[config.mk]
export PLATFORM = sky130hd
export DESIGN_NAME = sig_align_2way
export DESIGN_NICKNAME = d
export VERILOG_FILES = /design/src/rtl/sig_align_pkg.sv /design/src/rtl/sig_align_stage.sv /design/src/rtl/sig_align_ctrl.sv /design/src/rtl/sig_align_2way.sv
export SDC_FILE = /design/constraint.sdc
export NUM_CORES = 1
export LEC_CHECK = 0
export CORE_MARGIN = 4
export CORE_UTILIZATION = 57
export DETAILED_ROUTE_END_ITERATION = 12
export MAX_ROUTING_LAYER = met4
export PLACE_DENSITY = 0.81
export RECOVER_POWER = 25
export SKIP_LAST_GASP = 1
export SYNTH_ARGS = -nofsm -noshare
export SYNTH_HDL_FRONTEND = slang
export SYNTH_HIERARCHICAL = 1
export SYNTH_SLANG_ARGS = --single-unit
[constraint.sdc]
create_clock -name clk -period 7.14 [get_ports clk]
set_clock_uncertainty 0.05 [all_clocks]
set_input_delay 0.714 -clock clk [delete_from_list [all_inputs] [get_ports clk]]
set_output_delay 0.714 -clock clk [all_outputs]
set_load 0.005 [all_outputs]
[src/rtl/sig_align_pkg.sv]
package sig_align_pkg;
  // Largest shift distance the short route completes alone
  localparam int SHORT_MAX = 3;

  typedef enum logic {
    ROUTE_SHORT = 1'b0,
    ROUTE_LONG  = 1'b1
  } route_e;
endpackage

[src/rtl/sig_align_stage.sv]
// Combinational shift stage: applies the shift-amount bits LO..HI as
// power-of-two right shifts and folds the lost bits into sticky.
module sig_align_stage #(
  parameter int WIN   = 55,
  parameter int AMT_W = 7,
  parameter int LO    = 0,
  parameter int HI    = 1
) (
  input  logic [WIN-1:0]   win_i,
  input  logic             sticky_i,
  input  logic [AMT_W-1:0] amt_i,
  output logic [WIN-1:0]   win_o,
  output logic             sticky_o
);

  // Mask of the bits a shift by 2**b pushes out of the window
  function automatic logic [WIN-1:0] lost_mask(input int b);
    logic [WIN-1:0] m;
    m = '0;
    for (int i = 0; i < WIN; i++) begin
      if (i < (1 << b)) m[i] = 1'b1;
    end
    return m;
  endfunction

  always_comb begin
    win_o    = win_i;
    sticky_o = sticky_i;
    for (int b = LO; b <= HI; b++) begin
      if (amt_i[b]) begin
        if ((1 << b) >= WIN) begin
          sticky_o = sticky_o | (|win_o);
          win_o    = '0;
        end else begin
          sticky_o = sticky_o | (|(win_o & lost_mask(b)));
          win_o    = win_o >> (1 << b);
        end
      end
    end
  end

endmodule

[src/rtl/sig_align_ctrl.sv]
// Handshake and ordering control for the two routes.
module sig_align_ctrl (
  input  logic in_valid,
  input  logic is_short,
  input  logic l1_v,
  input  logic l2_v,
  input  logic out_valid,
  input  logic out_ready,
  output logic advance,
  output logic in_ready,
  output logic short_take,
  output logic long_take
);

  // Pipeline moves whenever the output register is free or draining
  assign advance    = !out_valid || out_ready;
  // Short operands wait until no long operand is ahead of them
  assign in_ready   = advance && (!is_short || (!l1_v && !l2_v));
  assign short_take = in_valid && in_ready && is_short;
  assign long_take  = in_valid && in_ready && !is_short;

endmodule

[src/rtl/sig_align_2way.sv]
module sig_align_2way
  import sig_align_pkg::*;
#(
  parameter int SIG_W = 53,
  parameter int AMT_W = 7
) (
  input  logic             clk,
  input  logic             rst_n,
  input  logic             in_valid,
  output logic             in_ready,
  input  logic [SIG_W-1:0] in_sig,
  input  logic [AMT_W-1:0] in_shamt,
  output logic             out_valid,
  input  logic             out_ready,
  output logic [SIG_W-1:0] out_sig,
  output logic             out_guard,
  output logic             out_round,
  output logic             out_sticky,
  output logic             out_long
);

  localparam int WIN = SIG_W + 2;

  logic             is_short;
  logic             advance;
  logic             short_take;
  logic             long_take;

  logic [WIN-1:0]   s1_win;
  logic             s1_sticky;

  logic             l1_v;
  logic [WIN-1:0]   l1_win;
  logic             l1_sticky;
  logic [AMT_W-1:0] l1_amt;

  logic [WIN-1:0]   s2_win;
  logic             s2_sticky;

  logic             l2_v;
  logic [WIN-1:0]   l2_win;
  logic             l2_sticky;
  logic [AMT_W-1:0] l2_amt;

  logic [WIN-1:0]   s3_win;
  logic             s3_sticky;

  logic [WIN-1:0]   o_win;
  logic             o_sticky;
  route_e           o_route;

  assign is_short = (in_shamt <= AMT_W'(SHORT_MAX));

  sig_align_ctrl i_ctrl (
    .in_valid  (in_valid),
    .is_short  (is_short),
    .l1_v      (l1_v),
    .l2_v      (l2_v),
    .out_valid (out_valid),
    .out_ready (out_ready),
    .advance   (advance),
    .in_ready  (in_ready),
    .short_take(short_take),
    .long_take (long_take)
  );

  // Stage 1: shifts by 1 and 2, shared by both routes
  sig_align_stage #(.WIN(WIN), .AMT_W(AMT_W), .LO(0), .HI(1)) i_stage1 (
    .win_i   ({in_sig, 2'b00}),
    .sticky_i(1'b0),
    .amt_i   (in_shamt),
    .win_o   (s1_win),
    .sticky_o(s1_sticky)
  );

  // Stage 2: shifts by 4 and 8
  sig_align_stage #(.WIN(WIN), .AMT_W(AMT_W), .LO(2), .HI(3)) i_stage2 (
    .win_i   (l1_win),
    .sticky_i(l1_sticky),
    .amt_i   (l1_amt),
    .win_o   (s2_win),
    .sticky_o(s2_sticky)
  );

  // Stage 3: the remaining power-of-two shifts
  sig_align_stage #(.WIN(WIN), .AMT_W(AMT_W), .LO(4), .HI(AMT_W-1)) i_stage3 (
    .win_i   (l2_win),
    .sticky_i(l2_sticky),
    .amt_i   (l2_amt),
    .win_o   (s3_win),
    .sticky_o(s3_sticky)
  );

  always_ff @(posedge clk) begin
    if (!rst_n) begin
      l1_v      <= 1'b0;
      l2_v      <= 1'b0;
      out_valid <= 1'b0;
    end else if (advance) begin
      l1_v      <= long_take;
      l2_v      <= l1_v;
      out_valid <= l2_v || short_take;
    end
  end

  always_ff @(posedge clk) begin
    if (advance) begin
      l1_win    <= s1_win;
      l1_sticky <= s1_sticky;
      l1_amt    <= in_shamt;
      l2_win    <= s2_win;
      l2_sticky <= s2_sticky;
      l2_amt    <= l1_amt;
      if (l2_v) begin
        o_win    <= s3_win;
        o_sticky <= s3_sticky;
        o_route  <= ROUTE_LONG;
      end else if (short_take) begin
        o_win    <= s1_win;
        o_sticky <= s1_sticky;
        o_route  <= ROUTE_SHORT;
      end
    end
  end

  assign out_sig    = o_win[WIN-1:2];
  assign out_guard  = o_win[1];
  assign out_round  = o_win[0];
  assign out_sticky = o_sticky;
  assign out_long   = (o_route == ROUTE_LONG);

endmodule

Yosys cells after proc, flatten, opt, wreduce, memory -nomap -nowiden:

Cells that the tools add are included.
W data, S select, Z words.

* $lt $le $gt $ge: 1
* multiplexer cells: 25
* bitwise logic cells: 12
* reduce and logical (&&, ||, !) cells: 21

Operators with widths (count)
* $mux W55: 8
* $reduce_or A55 Y1: 7
* $and A55 B1 Y55: 1
* $and A55 B16 Y55: 1
* $and A55 B2 Y55: 1
* $and A55 B32 Y55: 1
* $and A55 B4 Y55: 1
* $and A55 B8 Y55: 1
* $mux W47: 1
* $mux W1: 16
* $le A7 B2 Y1 const B: 1
* $or A1 B1 Y1: 6
* $logic_and A1 B1 Y1: 5
* $logic_not A1 Y1: 4
* $logic_or A1 B1 Y1: 3
* $reduce_and A2 Y1: 1
* $reduce_bool A2 Y1: 1

* register bits: 186
* input port bits: 64
* output and inout bits: 59

Longest topological paths before layout:

* depth in word-level cells: 10
* gate-level depth with buffers: 10

Cells and area by module:

The synthesis kept the hierarchy.

By module, submodules not included
* sig_align_2way: times used 1, cells an instance 259, area each 6377.4 sq um
* sig_align_stage at i_stage1: times used 1, cells an instance 77, area each 1316.3 sq um
* sig_align_stage at i_stage2: times used 1, cells an instance 105, area each 1278.7 sq um
* sig_align_stage at i_stage3: times used 1, cells an instance 193, area each 1257.5 sq um
* sig_align_ctrl: times used 1, cells an instance 8, area each 48.8 sq um

Worst setup path after synthesis:

Ideal clock, no wire load.

* kind: input to register
* from: in out_ready
* to: reg o_win[0] (enable)
* library setup time: 479 ps
* data arrival time: 6003 ps
* data required time: 6611 ps
* slack: 608 ps
* stages on the path: 3
* path through: nor2b_2 inv_1 nor2b_1

* cells in the longest elaborated chain, start to end: 6

RTL lines
* start, declared: line sig_align_2way.sv:14 `input logic out_ready,`
* $logic_or A1 B1 Y1 (*): line sig_align_ctrl.sv:16 `assign advance = !out_valid || out_ready;`
* named net advance: line sig_align_2way.sv:25 `logic advance;`
* $logic_and A1 B1 Y1: line sig_align_ctrl.sv:18 `assign in_ready = advance && (!is_short || (!l1_v && !l2_v));`
* $logic_and A1 B1 Y1 (2 in series): line sig_align_ctrl.sv:19 `assign short_take = in_valid && in_ready && is_short;`
* $reduce_bool A2 Y1 (no source line)
* $reduce_and A2 Y1 (no source line) (*)
* end signal, assigned: line sig_align_2way.sv:115 `o_win <= s3_win;`
* end signal, assigned: line sig_align_2way.sv:119 `o_win <= s1_win;`
* end, declared: line sig_align_2way.sv:48 `logic [WIN-1:0] o_win;`

Mark *: on every way through the listed nets, which the timed path passes. The rest lies on a longest branch.
A chain may end at the register's enable or synchronous reset.

Final worst setup path:

* from: in in_shamt[0]
* to: reg o_win[42] (data pin)

* cells in the longest elaborated chain, start to end: 4

RTL lines
* start, declared: line sig_align_2way.sv:12 `input logic [AMT_W-1:0] in_shamt,`
* $mux W55 (2 in series): line sig_align_stage.sv:30 `if (amt_i[b]) begin`
* named net s1_win[42]: line sig_align_2way.sv:29 `logic [WIN-1:0] s1_win;`
* $mux W55: line sig_align_2way.sv:118 `end else if (short_take) begin`
* $mux W55: line sig_align_2way.sv:114 `if (l2_v) begin`

The timed path passes the listed nets, and every way through them passes these cells. The select of a mux whose other input is x is not followed.

==> impl_metrics.json <==
{
  "maxSlewHeadroom_pct": -191,
  "end_kind": "register",
  "cp.buffers_inverters": 1,
  "antenna_found_initial": 1,
  "path_clk_slew_ns": 0.07,
  "initial_core_util_pct": 58.2,
  "coreArea_mm2": 0.0174,
  "ys_warn_count": 6,
  "die_h_um": 141,
  "grt_pass1_wl_um": 40400,
  "setup_viol": 0,
  "min_period_ns": 4.78,
  "gp_congestion": 0.920,
  "ant_nets": 0,
  "dp_hpwl_um": 18700,
  "violations": "capacitance limit, slew limit",
  "rows": 48,
  "peakVddDrop_mv": 0.170,
  "min_path_type": "register to register",
  "via_per_inst": 6.68,
  "path_max_fanout": 57,
  "status": "finished with violations",
  "syn-instance-count": 636,
  "nets": 807,
  "busiest_layer": "met2",
  "num_antenna_cells": 0,
  "grtUsageMet3_pct": 5.70,
  "arrival_ns": 4.91,
  "cap_violations": 3,
  "rsz0062_at_grt": "no",
  "start_kind": "input pin",
  "critPathTopFamily": "buffers and inverters",
  "syn_avg_cell_area_um2": 15.9,
  "route.detailed.drc": 0,
  "cts_tree": "built",
  "met1_usage_pct": 38.7,
  "p_per_area_mw_per_mm2": 240,
  "drive_above_1_share_pct": 25.1,
  "fin_hold_ws_ns": 0.389,
  "hold_viol": 0,
  "fin_crit_sh_pct": 66.9,
  "cts_root_buffer": "clkbuf_16",
  "ctsHoldBuffers": 0,
  "crit_type": "input pin to register",
  "tightest_slew_ns": 4.37,
  "max_stage_delay_ns": 3.01,
  "cts.path.max_buffers": 2,
  "synth_area_mm2": 0.0101,
  "port_buffers": 122,
  "clkSinkCount": 180,
  "cts_buffers": 17,
  "path_cells": "clkbuf_1 -> mux4_2 -> mux2_4",
  "die_area_mm2": 0.0199,
  "dr.pass1.iters": 5,
  "max_freq_mhz": 209,
  "clk_latency_ns": 0.44,
  "vias": 6555,
  "slew_violations": 163,
  "totalWireLength_um": 26400,
  "grt_max_degree": 87,
  "cts_resized": 0,
  "overflow": 0,
  "gr-usage-met2_pct": 42.5,
  "required_ns": 7.28,
  "slowest_stage": "clkbuf_1",
  "drt_iter0_drc": 961,
  "gr-usage-all-layers_pct": 27.9,
  "die_x_um": 141,
  "grt_pass1_vias": 6578,
  "cts_max_level": 4,
  "post-cts-setup-buffers": 0,
  "io_pins": 123,
  "power_leakage_nw": 4.20,
  "area_growth_pct": 18.3,
  "wl_per_cell_um": 26.9,
  "setup_tns_ns": 0
}
-- routing by layer --
metal | vias to the layer above | part of all wire (%)
met3 | 42 | 8.6
met1 | 3322 | 41
met4 | 0 | 2.7
met5 | - | 0
li1 | 2808 | -
met2 | 383 | 48
-- cell usage in the layout, fill, tap and decap left out, drive strengths merged, types with 11 or more instances in the layout --
cell type,n
a21oi,15
and2,20
clkbuf,21
clkdlybuf4s50,76
dlygate4sd3,44
edfxtp,177
mux2,61
mux2i,56
mux4,83
nand2,17
nor2,44
nor2b,28
nor4,11
o21ai,11
o2bb2ai,11
-- final timing paths --
path                     end  slack (ns)  cells past startpoint   startpoint
setup / recovery   o_win[42]        2.36                      3  in_shamt[0]
hold / removal     l2_amt[5]        0.39                      0    l1_amt[5]
setup reg to reg  l2_win[43]        2.70                      3    l1_amt[2]
hold reg to reg    l2_amt[5]        0.39                      0    l1_amt[5]
-- registers in the layout, indices dropped and copies added (netlist names) --
name	count
out_valid	1
l1_amt	5
l2_win	55
l1_v	1
l2_amt	3
l1_sticky	1
l2_v	1
out_sticky	1
o_win	55
l1_win	55
out_long	1
l2_sticky	1
-- power by group --
group / total [mW] / switching, mW / internal, mW
Combinational: 0.470 / 0.210 / 0.260
Sequential: 1.43 / 0.128 / 1.30
Clock: 0.971 / 0.432 / 0.539
-- through the flow --
step / util (%) / cells / setup slack, ns / cell area (um2) / power, mW
after global placement: 65.3 / 949 / 3.21 / 11300 / 1.90
after global routing: 68.8 / 981 / 1.80 / 11900 / 2.98
after floorplan: - / 642 / 0.727 / 10100 / 1.71
after detailed placement: 65.3 / 949 / 3.06 / 11300 / 1.91
final: 68.8 / 981 / 2.36 / 11900 / 2.87
after CTS: 68.9 / 981 / 3.51 / 12000 / 2.87
-- final cells by class --
class                      count  area [um2]
clock buffer                  19         443
clock inverter                13         170
fill                        1175        5410
inverter                       4        16.3
multi-input combinational    410        4390
sequential                   180        5380
tap                          225         282
timing repair buffer         130        1270
No activity file was read; power rests on OpenSTA's default activity.
